<file path="src/rtl/pd_seq_pkg.sv">
package pd_seq_pkg;

  // Control vector bit positions (decoded by the domain's switch fabric)
  localparam int B_RSTN  = 0;
  localparam int B_ISO   = 1;
  localparam int B_PON   = 2;
  localparam int B_PON2  = 3;
  localparam int B_CKOFF = 4;
  localparam int SRAM_LO = 8;
  localparam int PWR_W   = 5;

  // Powered-off pattern of bits 4:0
  localparam logic [PWR_W-1:0] PWR_OFF = 5'b10010;

  typedef enum logic [4:0] {
    ST_IDLE,
    ST_U_PON, ST_U_PON2, ST_U_WON, ST_U_CKEN, ST_U_ISO, ST_U_RST,
    ST_U_SRAM, ST_U_WACK, ST_U_PROT, ST_U_WPROT,
    ST_D_PROT, ST_D_WPROT, ST_D_SRAM, ST_D_WACK,
    ST_D_ISO, ST_D_RST, ST_D_CKDIS, ST_D_PON, ST_D_PON2, ST_D_WOFF
  } seq_state_t;

  typedef enum logic [3:0] {
    OP_HOLD,
    OP_PON_SET, OP_PON2_SET, OP_CK_CLR, OP_ISO_CLR, OP_RST_REL,
    OP_SRAM_CLR, OP_PROT_CLR,
    OP_PROT_SET, OP_SRAM_SET, OP_ISO_SET, OP_RST_SET, OP_CK_SET,
    OP_PON_CLR, OP_PON2_CLR
  } ctl_op_t;

endpackage

</file>
<file path="src/rtl/pd_status_eval.sv">
module pd_status_eval #(
  parameter int              ACK_W    = 4,
  parameter logic [ACK_W-1:0] ACK_MASK = '1
) (
  input  logic             sta_a_i,
  input  logic             sta_b_i,
  input  logic [ACK_W-1:0] ack_i,
  output logic             all_on_o,
  output logic             all_off_o,
  output logic             ack_clear_o,
  output logic             ack_full_o
);

  logic [ACK_W-1:0] sel_hi;
  logic [ACK_W-1:0] sel_full;

  for (genvar i = 0; i < ACK_W; i++) begin : g_ack
    if (ACK_MASK[i]) begin : g_used
      assign sel_hi[i]   = ack_i[i];
      assign sel_full[i] = ack_i[i];
    end else begin : g_unused
      assign sel_hi[i]   = 1'b0;
      assign sel_full[i] = 1'b1;
    end
  end

  assign all_on_o    = sta_a_i & sta_b_i;
  assign all_off_o   = ~sta_a_i & ~sta_b_i;
  assign ack_clear_o = ~|sel_hi;
  assign ack_full_o  = &sel_full;

endmodule

</file>
<file path="src/rtl/pd_wait_timer.sv">
module pd_wait_timer #(
  parameter int LIMIT = 1000
) (
  input  logic clk,
  input  logic rst,
  input  logic run_i,
  output logic expire_o
);

  localparam int CW = $clog2(LIMIT + 1);

  logic [CW-1:0] cnt_q;

  assign expire_o = run_i && (cnt_q == CW'(LIMIT - 1));

  always_ff @(posedge clk) begin
    if (rst || !run_i || expire_o) cnt_q <= '0;
    else                           cnt_q <= cnt_q + 1'b1;
  end


  no_overflow_chk: assert property (@(posedge clk) disable iff (rst)
    cnt_q <= CW'(LIMIT - 1));

endmodule

</file>
<file path="src/rtl/pd_ctrl_reg.sv">
module pd_ctrl_reg
  import pd_seq_pkg::*;
#(
  parameter int SRAM_W   = 4,
  parameter bit USE_SRAM = 1'b1,
  parameter bit USE_PROT = 1'b1
) (
  input  logic                      clk,
  input  logic                      rst,
  input  ctl_op_t                   op_i,
  output logic [SRAM_LO+SRAM_W-1:0] ctl_o,
  output logic                      prot_req_o
);

  logic [PWR_W-1:0]  pwr_q;
  logic [SRAM_W-1:0] pdn;

  always_ff @(posedge clk) begin
    if (rst) begin
      pwr_q <= PWR_OFF;
    end else begin
      unique case (op_i)
        OP_PON_SET:  pwr_q[B_PON]   <= 1'b1;
        OP_PON2_SET: pwr_q[B_PON2]  <= 1'b1;
        OP_CK_CLR:   pwr_q[B_CKOFF] <= 1'b0;
        OP_ISO_CLR:  pwr_q[B_ISO]   <= 1'b0;
        OP_RST_REL:  pwr_q[B_RSTN]  <= 1'b1;
        OP_ISO_SET:  pwr_q[B_ISO]   <= 1'b1;
        OP_RST_SET:  pwr_q[B_RSTN]  <= 1'b0;
        OP_CK_SET:   pwr_q[B_CKOFF] <= 1'b1;
        OP_PON_CLR:  pwr_q[B_PON]   <= 1'b0;
        OP_PON2_CLR: pwr_q[B_PON2]  <= 1'b0;
        default:     pwr_q <= pwr_q;
      endcase
    end
  end

  if (USE_SRAM) begin : g_sram
    logic [SRAM_W-1:0] pdn_q;
    always_ff @(posedge clk) begin
      if (rst)                     pdn_q <= '1;
      else if (op_i == OP_SRAM_CLR) pdn_q <= '0;
      else if (op_i == OP_SRAM_SET) pdn_q <= '1;
    end
    assign pdn = pdn_q;
  end else begin : g_nosram
    assign pdn = '0;
  end

  if (USE_PROT) begin : g_prot
    logic prot_q;
    always_ff @(posedge clk) begin
      if (rst)                      prot_q <= 1'b1;
      else if (op_i == OP_PROT_CLR) prot_q <= 1'b0;
      else if (op_i == OP_PROT_SET) prot_q <= 1'b1;
    end
    assign prot_req_o = prot_q;
  end else begin : g_noprot
    assign prot_req_o = 1'b0;
  end

  assign ctl_o = {pdn, {(SRAM_LO - PWR_W){1'b0}}, pwr_q};

endmodule

</file>
<file path="src/rtl/pd_sequencer.sv">
module pd_sequencer
  import pd_seq_pkg::*;
#(
  parameter int               SRAM_W      = 4,
  parameter int               ACK_W       = 4,
  parameter logic [ACK_W-1:0] ACK_MASK    = 4'b0011,
  parameter bit               USE_SRAM    = 1'b1,
  parameter bit               USE_PROT    = 1'b1,
  parameter int               TIMEOUT_CYC = 1000
) (
  input  logic                      clk,
  input  logic                      rst,
  input  logic                      start_i,
  input  logic                      dir_on_i,
  input  logic                      pwr_sta_i,
  input  logic                      pwr_sta2_i,
  input  logic [ACK_W-1:0]          sram_ack_i,
  input  logic                      prot_ack_i,
  output logic [SRAM_LO+SRAM_W-1:0] ctl_o,
  output logic                      prot_req_o,
  output logic                      busy_o,
  output logic                      done_o,
  output logic                      err_o
);

  seq_state_t st_q, st_nxt;
  ctl_op_t    op;
  logic       in_wait, cond, finish, expire, abort;
  logic       all_on, all_off, ack_clear, ack_full;
  logic       done_q, err_q;

  pd_status_eval #(.ACK_W(ACK_W), .ACK_MASK(ACK_MASK)) u_stat (
    .sta_a_i    (pwr_sta_i),
    .sta_b_i    (pwr_sta2_i),
    .ack_i      (sram_ack_i),
    .all_on_o   (all_on),
    .all_off_o  (all_off),
    .ack_clear_o(ack_clear),
    .ack_full_o (ack_full)
  );

  pd_wait_timer #(.LIMIT(TIMEOUT_CYC)) u_tmr (
    .clk     (clk),
    .rst     (rst),
    .run_i   (in_wait && !cond),
    .expire_o(expire)
  );

  pd_ctrl_reg #(.SRAM_W(SRAM_W), .USE_SRAM(USE_SRAM), .USE_PROT(USE_PROT)) u_ctl (
    .clk       (clk),
    .rst       (rst),
    .op_i      (op),
    .ctl_o     (ctl_o),
    .prot_req_o(prot_req_o)
  );

  always_comb begin
    st_nxt  = st_q;
    op      = OP_HOLD;
    in_wait = 1'b0;
    cond    = 1'b0;
    finish  = 1'b0;
    unique case (st_q)
      ST_IDLE: begin
        if (start_i) begin
          if (dir_on_i)      st_nxt = ST_U_PON;
          else if (USE_PROT) st_nxt = ST_D_PROT;
          else if (USE_SRAM) st_nxt = ST_D_SRAM;
          else               st_nxt = ST_D_ISO;
        end
      end
      // ---- bring-up ----
      ST_U_PON:  begin op = OP_PON_SET;  st_nxt = ST_U_PON2; end
      ST_U_PON2: begin op = OP_PON2_SET; st_nxt = ST_U_WON;  end
      ST_U_WON: begin
        in_wait = 1'b1; cond = all_on;
        if (cond) st_nxt = ST_U_CKEN;
      end
      ST_U_CKEN: begin op = OP_CK_CLR;  st_nxt = ST_U_ISO; end
      ST_U_ISO:  begin op = OP_ISO_CLR; st_nxt = ST_U_RST; end
      ST_U_RST: begin
        op = OP_RST_REL;
        if (USE_SRAM)      st_nxt = ST_U_SRAM;
        else if (USE_PROT) st_nxt = ST_U_PROT;
        else begin finish = 1'b1; st_nxt = ST_IDLE; end
      end
      ST_U_SRAM: begin op = OP_SRAM_CLR; st_nxt = ST_U_WACK; end
      ST_U_WACK: begin
        in_wait = 1'b1; cond = ack_clear;
        if (cond) begin
          if (USE_PROT) st_nxt = ST_U_PROT;
          else begin finish = 1'b1; st_nxt = ST_IDLE; end
        end
      end
      ST_U_PROT: begin op = OP_PROT_CLR; st_nxt = ST_U_WPROT; end
      ST_U_WPROT: begin
        in_wait = 1'b1; cond = !prot_ack_i;
        if (cond) begin finish = 1'b1; st_nxt = ST_IDLE; end
      end
      // ---- tear-down ----
      ST_D_PROT: begin op = OP_PROT_SET; st_nxt = ST_D_WPROT; end
      ST_D_WPROT: begin
        in_wait = 1'b1; cond = prot_ack_i;
        if (cond) st_nxt = USE_SRAM ? ST_D_SRAM : ST_D_ISO;
      end
      ST_D_SRAM: begin op = OP_SRAM_SET; st_nxt = ST_D_WACK; end
      ST_D_WACK: begin
        in_wait = 1'b1; cond = ack_full;
        if (cond) st_nxt = ST_D_ISO;
      end
      ST_D_ISO:   begin op = OP_ISO_SET;  st_nxt = ST_D_RST;   end
      ST_D_RST:   begin op = OP_RST_SET;  st_nxt = ST_D_CKDIS; end
      ST_D_CKDIS: begin op = OP_CK_SET;   st_nxt = ST_D_PON;   end
      ST_D_PON:   begin op = OP_PON_CLR;  st_nxt = ST_D_PON2;  end
      ST_D_PON2:  begin op = OP_PON2_CLR; st_nxt = ST_D_WOFF;  end
      ST_D_WOFF: begin
        in_wait = 1'b1; cond = all_off;
        if (cond) begin finish = 1'b1; st_nxt = ST_IDLE; end
      end
      default: st_nxt = ST_IDLE;
    endcase
  end

  assign abort = expire;

  always_ff @(posedge clk) begin
    if (rst) begin
      st_q   <= ST_IDLE;
      done_q <= 1'b0;
      err_q  <= 1'b0;
    end else begin
      st_q   <= abort ? ST_IDLE : st_nxt;
      done_q <= finish || abort;
      if (st_q == ST_IDLE && start_i) err_q <= 1'b0;
      else if (abort)                 err_q <= 1'b1;
    end
  end

  assign busy_o = (st_q != ST_IDLE);
  assign done_o = done_q;
  assign err_o  = err_q;


  clk_needs_power_chk: assert property (@(posedge clk) disable iff (rst)
    !ctl_o[B_CKOFF] |-> (ctl_o[B_PON] && ctl_o[B_PON2]));


  on_before_clock_chk: assert property (@(posedge clk) disable iff (rst)
    (st_q == ST_U_CKEN) |-> $past(pwr_sta_i && pwr_sta2_i));


  prot_release_chk: assert property (@(posedge clk) disable iff (rst)
    $fell(prot_req_o) |-> (ctl_o[SRAM_LO +: SRAM_W] == '0));


  err_with_done_chk: assert property (@(posedge clk) disable iff (rst)
    $rose(err_o) |-> done_o);


  single_step_chk: assert property (@(posedge clk) disable iff (rst)
    $countones(ctl_o[PWR_W-1:0] ^ $past(ctl_o[PWR_W-1:0])) <= 1);


  busy_from_start_chk: assert property (@(posedge clk) disable iff (rst)
    $rose(busy_o) |-> $past(start_i));


  done_pulse_chk: assert property (@(posedge clk) disable iff (rst)
    done_o |=> !done_o);


  busy_end_chk: assert property (@(posedge clk) disable iff (rst)
    $fell(busy_o) |-> done_o);

endmodule

</file>
<file path="config.mk">
export PLATFORM = sky130hd
export DESIGN_NAME = pd_sequencer
export DESIGN_NICKNAME = d
export VERILOG_FILES = /design/src/rtl/pd_seq_pkg.sv /design/src/rtl/pd_status_eval.sv /design/src/rtl/pd_wait_timer.sv /design/src/rtl/pd_ctrl_reg.sv /design/src/rtl/pd_sequencer.sv
export SDC_FILE = /design/constraint.sdc
export NUM_CORES = 1
export LEC_CHECK = 0
export BUFFER_PORTS_ARGS = -buffer_cell sky130_fd_sc_hd__buf_2
export CAP_MARGIN = 20
export CORE_AREA = 3 3 53 79
export CTS_CLUSTER_DIAMETER = 80
export DETAILED_ROUTE_END_ITERATION = 10
export DIE_AREA = 0 0 56 82
export PLACE_DENSITY = 0.65
export RECOVER_POWER = 100
export REMOVE_ABC_BUFFERS = 1
export SLEW_MARGIN = 10
export SYNTH_ARGS = -nofsm -noshare
export SYNTH_HDL_FRONTEND = slang
export SYNTH_HIERARCHICAL = 1
export SYNTH_SLANG_ARGS = --single-unit
</file>
<file path="constraint.sdc">
create_clock -name clk -period 2.6 [get_ports clk]
set_clock_uncertainty 0.05 [all_clocks]
set_input_delay 0.26 -clock clk [delete_from_list [all_inputs] [get_ports clk]]
set_output_delay 0.26 -clock clk [all_outputs]
set_load 0.1 [all_outputs]
</file>
======== Word level (Yosys, flattened, before mapping) ========
Index checks and enable logic that the tools add are counted.
cells by class
  multiplexer cells ....................... 24
  bitwise operators ....................... 4
  reduce and logical (&&, ||, !) cells .... 25
  equality and inequality tests ........... 42
  $add $sub $neg .......................... 1
operator list
  kind                   number
  $pmux 5 s21            1
  $pmux 4 s14            1
  $eq 5x4->1 const B     8
  $mux 5                 7
  $eq 4x4->1 const B     7
  $eq 5x5->1 const B     5
  $eq 5x3->1 const B     4
  $eq 4x3->1 const B     4
  $ne 2x2->1 const B     7
  $reduce_bool 2->1      7
  $mux 4                 3
  $pmux 1 s2             6
  $add 10x1->10 const B  1
  $eq 10x10->1 const B   1
  $eq 5x2->1 const B     2
  $eq 4x2->1 const B     2
  $reduce_and 7->1       1
  $pmux 1 s6             1
  $reduce_or 2->1        3
  $reduce_or 6->1        1
  $eq 5x1->1 const B     1
  $logic_not 5->1        1
  $mux 1                 5
  $reduce_bool 5->1      1
  7 further kinds        16
storage, ports and cells
  input bits .............................. 11
  output and inout bits ................... 16
  word-level logic and storage cells ...... 107
  register bits ........................... 27

======== Logic depth before layout (Yosys ltp) ========
  depth in word-level cells ............... 8
  mapped depth ............................ 13
  depth with buffers taken out ............ 12

======== Modules after synthesis ========
The synthesis kept the hierarchy.
by module, submodules not included
  module          sequential area each (um2)  area an instance (um2)  times used  cells each
  pd_sequencer    140.1                       683.2                   1           96
  pd_wait_timer   200.2                       476.7                   1           51
  pd_ctrl_reg     140.1                       354.1                   1           41
  pd_status_eval  0.0                         20.0                    1           4

======== Worst setup path after synthesis ========
No wires, ideal clock.
  kind .................................... register to register
  start point ............................. reg st_q[4]
  end point ............................... reg st_q[2]
  arrival ................................. 2391 ps
  cell stages (with the launch flop) ...... 6
  path slack .............................. 33 ps
  path through ............................ dfxtp_1 -> or2_2 -> nand3b_1 -> o211a_2 -> a41oi_1 -> a31oi_1
on the way
  cells in the longest elaborated chain, start to end .. 6
  elaborated cells on any way between the ends .. 37
  those cells by class .................... eq/ne (27); mux (3); reduce/logical (7)
RTL lines
  what                                                  RTL line                                source
  from (decl)                                           pd_sequencer.sv:26                      seq_state_t st_q, st_nxt;
  from (signal assigned)                                pd_sequencer.sv:132                     st_q <= abort ? ST_IDLE : st_nxt;
  $eq 5x5->1, or another cell as far along              pd_sequencer.sv:63                      unique case (st_q)
  $pmux 1 s6 / $reduce_or 6->1 (equally long branches)  n/a
  $logic_not 1->1 / $mux 1 (equally long branches)      pd_sequencer.sv:45, pd_sequencer.sv:63
  $logic_and 1x1->1                                     pd_sequencer.sv:45                      .run_i (in_wait && !cond),
  $logic_and 1x1->1                                     pd_wait_timer.sv:14                     assign expire_o = run_i && (cnt_q == CW'(LIMIT - 1));
  $reduce_or 2->1 (no source line)                      n/a
Several ways; a longest one is shown, not always the timed one.
A chain may end at the register's enable or synchronous reset.

======== Worst setup path after layout ========
  start point ............................. reg st_q[0]
  end point ............................... reg st_q[1]
on the way
  cells in the longest elaborated chain, start to end .. 6
  elaborated cells on any way between the ends .. 37
  those cells by class .................... eq/ne (27); mux (3); reduce/logical (7)
RTL lines
  what                                                  RTL line                                source
  $eq 5x5->1, or another cell as far along              pd_sequencer.sv:63
  $pmux 1 s6 / $reduce_or 6->1 (equally long branches)  n/a
  $logic_not 1->1 / $mux 1 (equally long branches)      pd_sequencer.sv:45, pd_sequencer.sv:63
  $logic_and 1x1->1 (*)                                 pd_sequencer.sv:45
  $logic_and 1x1->1 (*)                                 pd_wait_timer.sv:14
  net abort                                             pd_sequencer.sv:28                      logic in_wait, cond, finish, expire, abort;
  $reduce_or 2->1 (no source line) (*)                  n/a
Mark *: on every way through the listed nets, which the timed path passes. The rest lies on a longest branch.

==> impl_metrics.sql <==
INSERT INTO impl_metrics (metric_group, metric, value, unit) VALUES
('status', 'status', 'complete, no violations', ''),
('layout', 'final_layout_size_suffix_gt1_frac', '0.1991', ''),
('routing', 'detailedRoute.firstIterationViolations', '49', ''),
('worst_setup_path', 'maximum_fanout_along_the_worst_path', '6', ''),
('sta', 'worst_slew_margin_rel', '0.2257', ''),
('worst_setup_path', 'timing.critical_path.slowest_cell_delay', '0.51', 'ns'),
('clock_network', 'htree_num_levels', '1', ''),
('routing', 'drcViolationCount', '0', ''),
('sta', 'maximum_clock_frequency', '0.4070', 'GHz'),
('pwr', 'p_leak', '0.0006448', 'uW'),
('pwr', 'vdd.ir_drop.worst', '0.9480', 'mV'),
('synthesis', 'syn_warnings', '6', ''),
('worst_setup_path', 'required', '2.72', 'ns'),
('clock_network', 'postCtsSetupRepairBufs', '0', ''),
('global_route', 'grt_overflow', '0', ''),
('routing', 'via_per_inst', '5.629', ''),
('routing', 'firstDrtPassIters', '4', ''),
('sta', 'fin_crit_sh', '0.9449', ''),
('layout', 'num-nets-final', '234', ''),
('routing', 'detail_route.wirelength', '3369', 'um'),
('sta', 'worst_slack', '0.1433', 'ns'),
('floorplanning', 'starting_density', '0.4204', ''),
('pwr', 'cellPowerDensity', '1063', 'nW/um2'),
('worst_setup_path', 'critical_path.slowest_cell', 'sky130_fd_sc_hd__or4_4', ''),
('pwr', 'p_switching', '943.9', 'uW'),
('placement', 'place_area', '1742', 'um2'),
('clock_network', 'cts.hold.buffers_added', '0', ''),
('pwr', 'share_clk_of_total_power', '0.135', ''),
('pwr', 'p_int', '942.8', 'uW'),
('routing', 'drt.antenna.violating_nets', '0', ''),
('sta', 'finalHoldViolations', '0', ''),
('floorplanning', 'placeableCoreArea', '3649', 'um2'),
('pwr', 'finalPower', '1887', 'uW'),
('placement', 'globalplace.congestion', '0.8542', ''),
('layout', 'n_antenna_cell', '0', ''),
('placement', 'buffer_ports.inserted', '21', ''),
('global_route', 'grt_usage', '0.1599', ''),
('worst_hold_path', 'min_path_type', 'input port to flop', ''),
('synthesis', 'synth_largest_type_area_fraction', '0.3132', ''),
('clock_network', 'ctsResizeCount', '0', ''),
('routing', 'vias', '1486', ''),
('synthesis', 'synth_sequential_area_ratio', '0.3132', ''),
('floorplanning', 'dieArea', '4592', 'um2'),
('clock_network', 'clkSlewWorstSetupHoldPaths', '0.09', 'ns'),
('clock_network', 'numCtsBuffers', '3', ''),
('clock_network', 'clock_sink_count', '24', ''),
('layout', 'area_growth', '15.66', '%'),
('pwr', 'netSwitchingFraction', '0.5003', ''),
('sta', 'post_route_minimum_period', '2.457', 'ns'),
('worst_setup_path', 'startpoint_type_of_the_worst_setup_path', 'flop', ''),
('synthesis', 'syn-cell-area', '1534', 'um2'),
('clock_network', 'clockRootBuffer', 'sky130_fd_sc_hd__clkbuf_8', ''),
('sta', 'final_max_slew_viol_count', '0', ''),
('global_route', 'initial_antenna_violation_count', '0', ''),
('worst_hold_path', 'hold-path-cell-count', '2', ''),
('global_route', 'grt_max_degree', '22', ''),
('pwr', 'power_frac_seq', '0.251', ''),
('synthesis', 'synthTopCellsByArea', 'sky130_fd_sc_hd__dfxtp_1 (31%), sky130_fd_sc_hd__a21oi_1 (5.9%), sky130_fd_sc_hd__nor2_1 (5.1%)', ''),
('routing', 'wire_per_inst', '12.76', 'um'),
('synthesis', 'synthCells', '192', ''),
('worst_setup_path', 'critical_path.reg2reg.startpoint', 'st_q[0]$_SDFFE_PP0P_', ''),
('sta', 'worst_slew_pin_slew', '1.166', 'ns'),
('clock_network', 'clock_path_buffers', '2', ''),
('worst_setup_path', 'crit_path_end_kind', 'flop', ''),
('worst_hold_path', 'worst_hold_startpoint', 'start_i', ''),
('sta', 'setup_repair_after_global_routing_missed_its_margin', 'no', ''),
('floorplanning', 'die_h', '82', 'um'),
('sta', 'totalNegativeSetupSlack', '0', 'ns'),
('synthesis', 'ys_dominant_reg_cell', 'sky130_fd_sc_hd__dfxtp_1', ''),
('global_route', 'grt_first_pass_wirelength', '6016', 'um'),
('synthesis', 'count_of_flip_flops_with_a_built_in_enable_after_synthesis', '0', '');
[critical path, delay by kind of cell (launching register included)]
family | cells | cell delay (ns)
AOI/OAI and AO/OA | 4 | 0.54
DFF | 1 | 0.31
and+or+nand+nor | 6 | 1.46
[cells by family (layout without fill, tap and decap cells)]
logic type / count (synthesis) / count (layout) / synth area share
simple gates: 74 / 74 / 0.2879
compound gates: 60 / 60 / 0.2667
buf+inv: 25 / 52 / 0.08074
flops: 24 / 24 / 0.3132
xor+xnor: 6 / 6 / 0.03426
fa+ha+maj: 1 / 1 / 0.008155
other cells: 1 / 3 / 0.002445
mux: 1 / 1 / 0.006526
[area by class of cell]
type | count | area (um2) | share of cell area
inverter | 10 | 37.54 | 0.02116
multi-input combinational | 145 | 935.9 | 0.5275
sequential | 24 | 481.7 | 0.2715
tap | 43 | 53.80 | 0.03032
clock buffer | 4 | 55.05 | 0.03103
timing repair buffer | 38 | 210.2 | 0.1185
[power by group through the flow]
stage	sequential, uW	clock [uW]	combinational (uW)
CTS	472	264	1180
global route	484	280	1270
floorplan	708	0	609
finish	474	256	1160
detailed placement	482	0	1180
global placement	480	0	1180
[registers in the layout, summed over array words and instances (netlist names)]
name                flops
u_ctl/prot_req_o        1
u_ctl/g_sram.pdn_q      1
err_o                   1
st_q                    5
done_o                  1
u_ctl/pwr_q             5
u_tmr/cnt_q            10
[through the flow]
step | cells | hold slack [ns]
floorplan | 179 | 0.2791
global placement | 260 | 0.3823
detailed placement | 260 | 0.3928
CTS | 264 | 0.1480
global route | 264 | 0.1513
finish | 264 | 0.1493
[layer usage]
metal,routed length (um),share of wire,vias up,global-route usage
met3,185,0.055,4,0.02673
met1,1478,0.44,679,0.1930
met5,0,0,-,0
li1,-,-,761,-
met2,1658,0.49,42,0.2763
met4,46,0.014,0,0.07363
[layout by cell type (no fill, tap or decap), types with 3 or more instances in the layout]
cell type                  instances
sky130_fd_sc_hd__a21oi_1          18
sky130_fd_sc_hd__buf_2             8
sky130_fd_sc_hd__buf_4            14
sky130_fd_sc_hd__clkbuf_1         14
sky130_fd_sc_hd__clkbuf_8          4
sky130_fd_sc_hd__conb_1            3
sky130_fd_sc_hd__dfxtp_1          23
sky130_fd_sc_hd__inv_1             9
sky130_fd_sc_hd__nand2_1           8
sky130_fd_sc_hd__nand2b_1          8
sky130_fd_sc_hd__nand3_1           6
sky130_fd_sc_hd__nand3b_1          3
sky130_fd_sc_hd__nand4_1           3
sky130_fd_sc_hd__nor2_1           21
sky130_fd_sc_hd__nor3_1            3
sky130_fd_sc_hd__o21a_1            3
sky130_fd_sc_hd__o21ai_0          10
sky130_fd_sc_hd__o311ai_0          4
sky130_fd_sc_hd__o31ai_1           5
sky130_fd_sc_hd__xnor2_1           4
[worst paths after layout]
| path | endpoint | slack (ns) |
|---|---|---|
| hold reg to reg | u_tmr/cnt_q[0]$_SDFF_PP0_ | 0.40 |
| hold / removal | err_o$_SDFFE_PP0P_ | 0.15 |
| setup reg to reg | st_q[1]$_SDFFE_PP0P_ | 0.14 |
| setup / recovery | st_q[1]$_SDFFE_PP0P_ | 0.14 |
(Power assumes the default switching activity.)
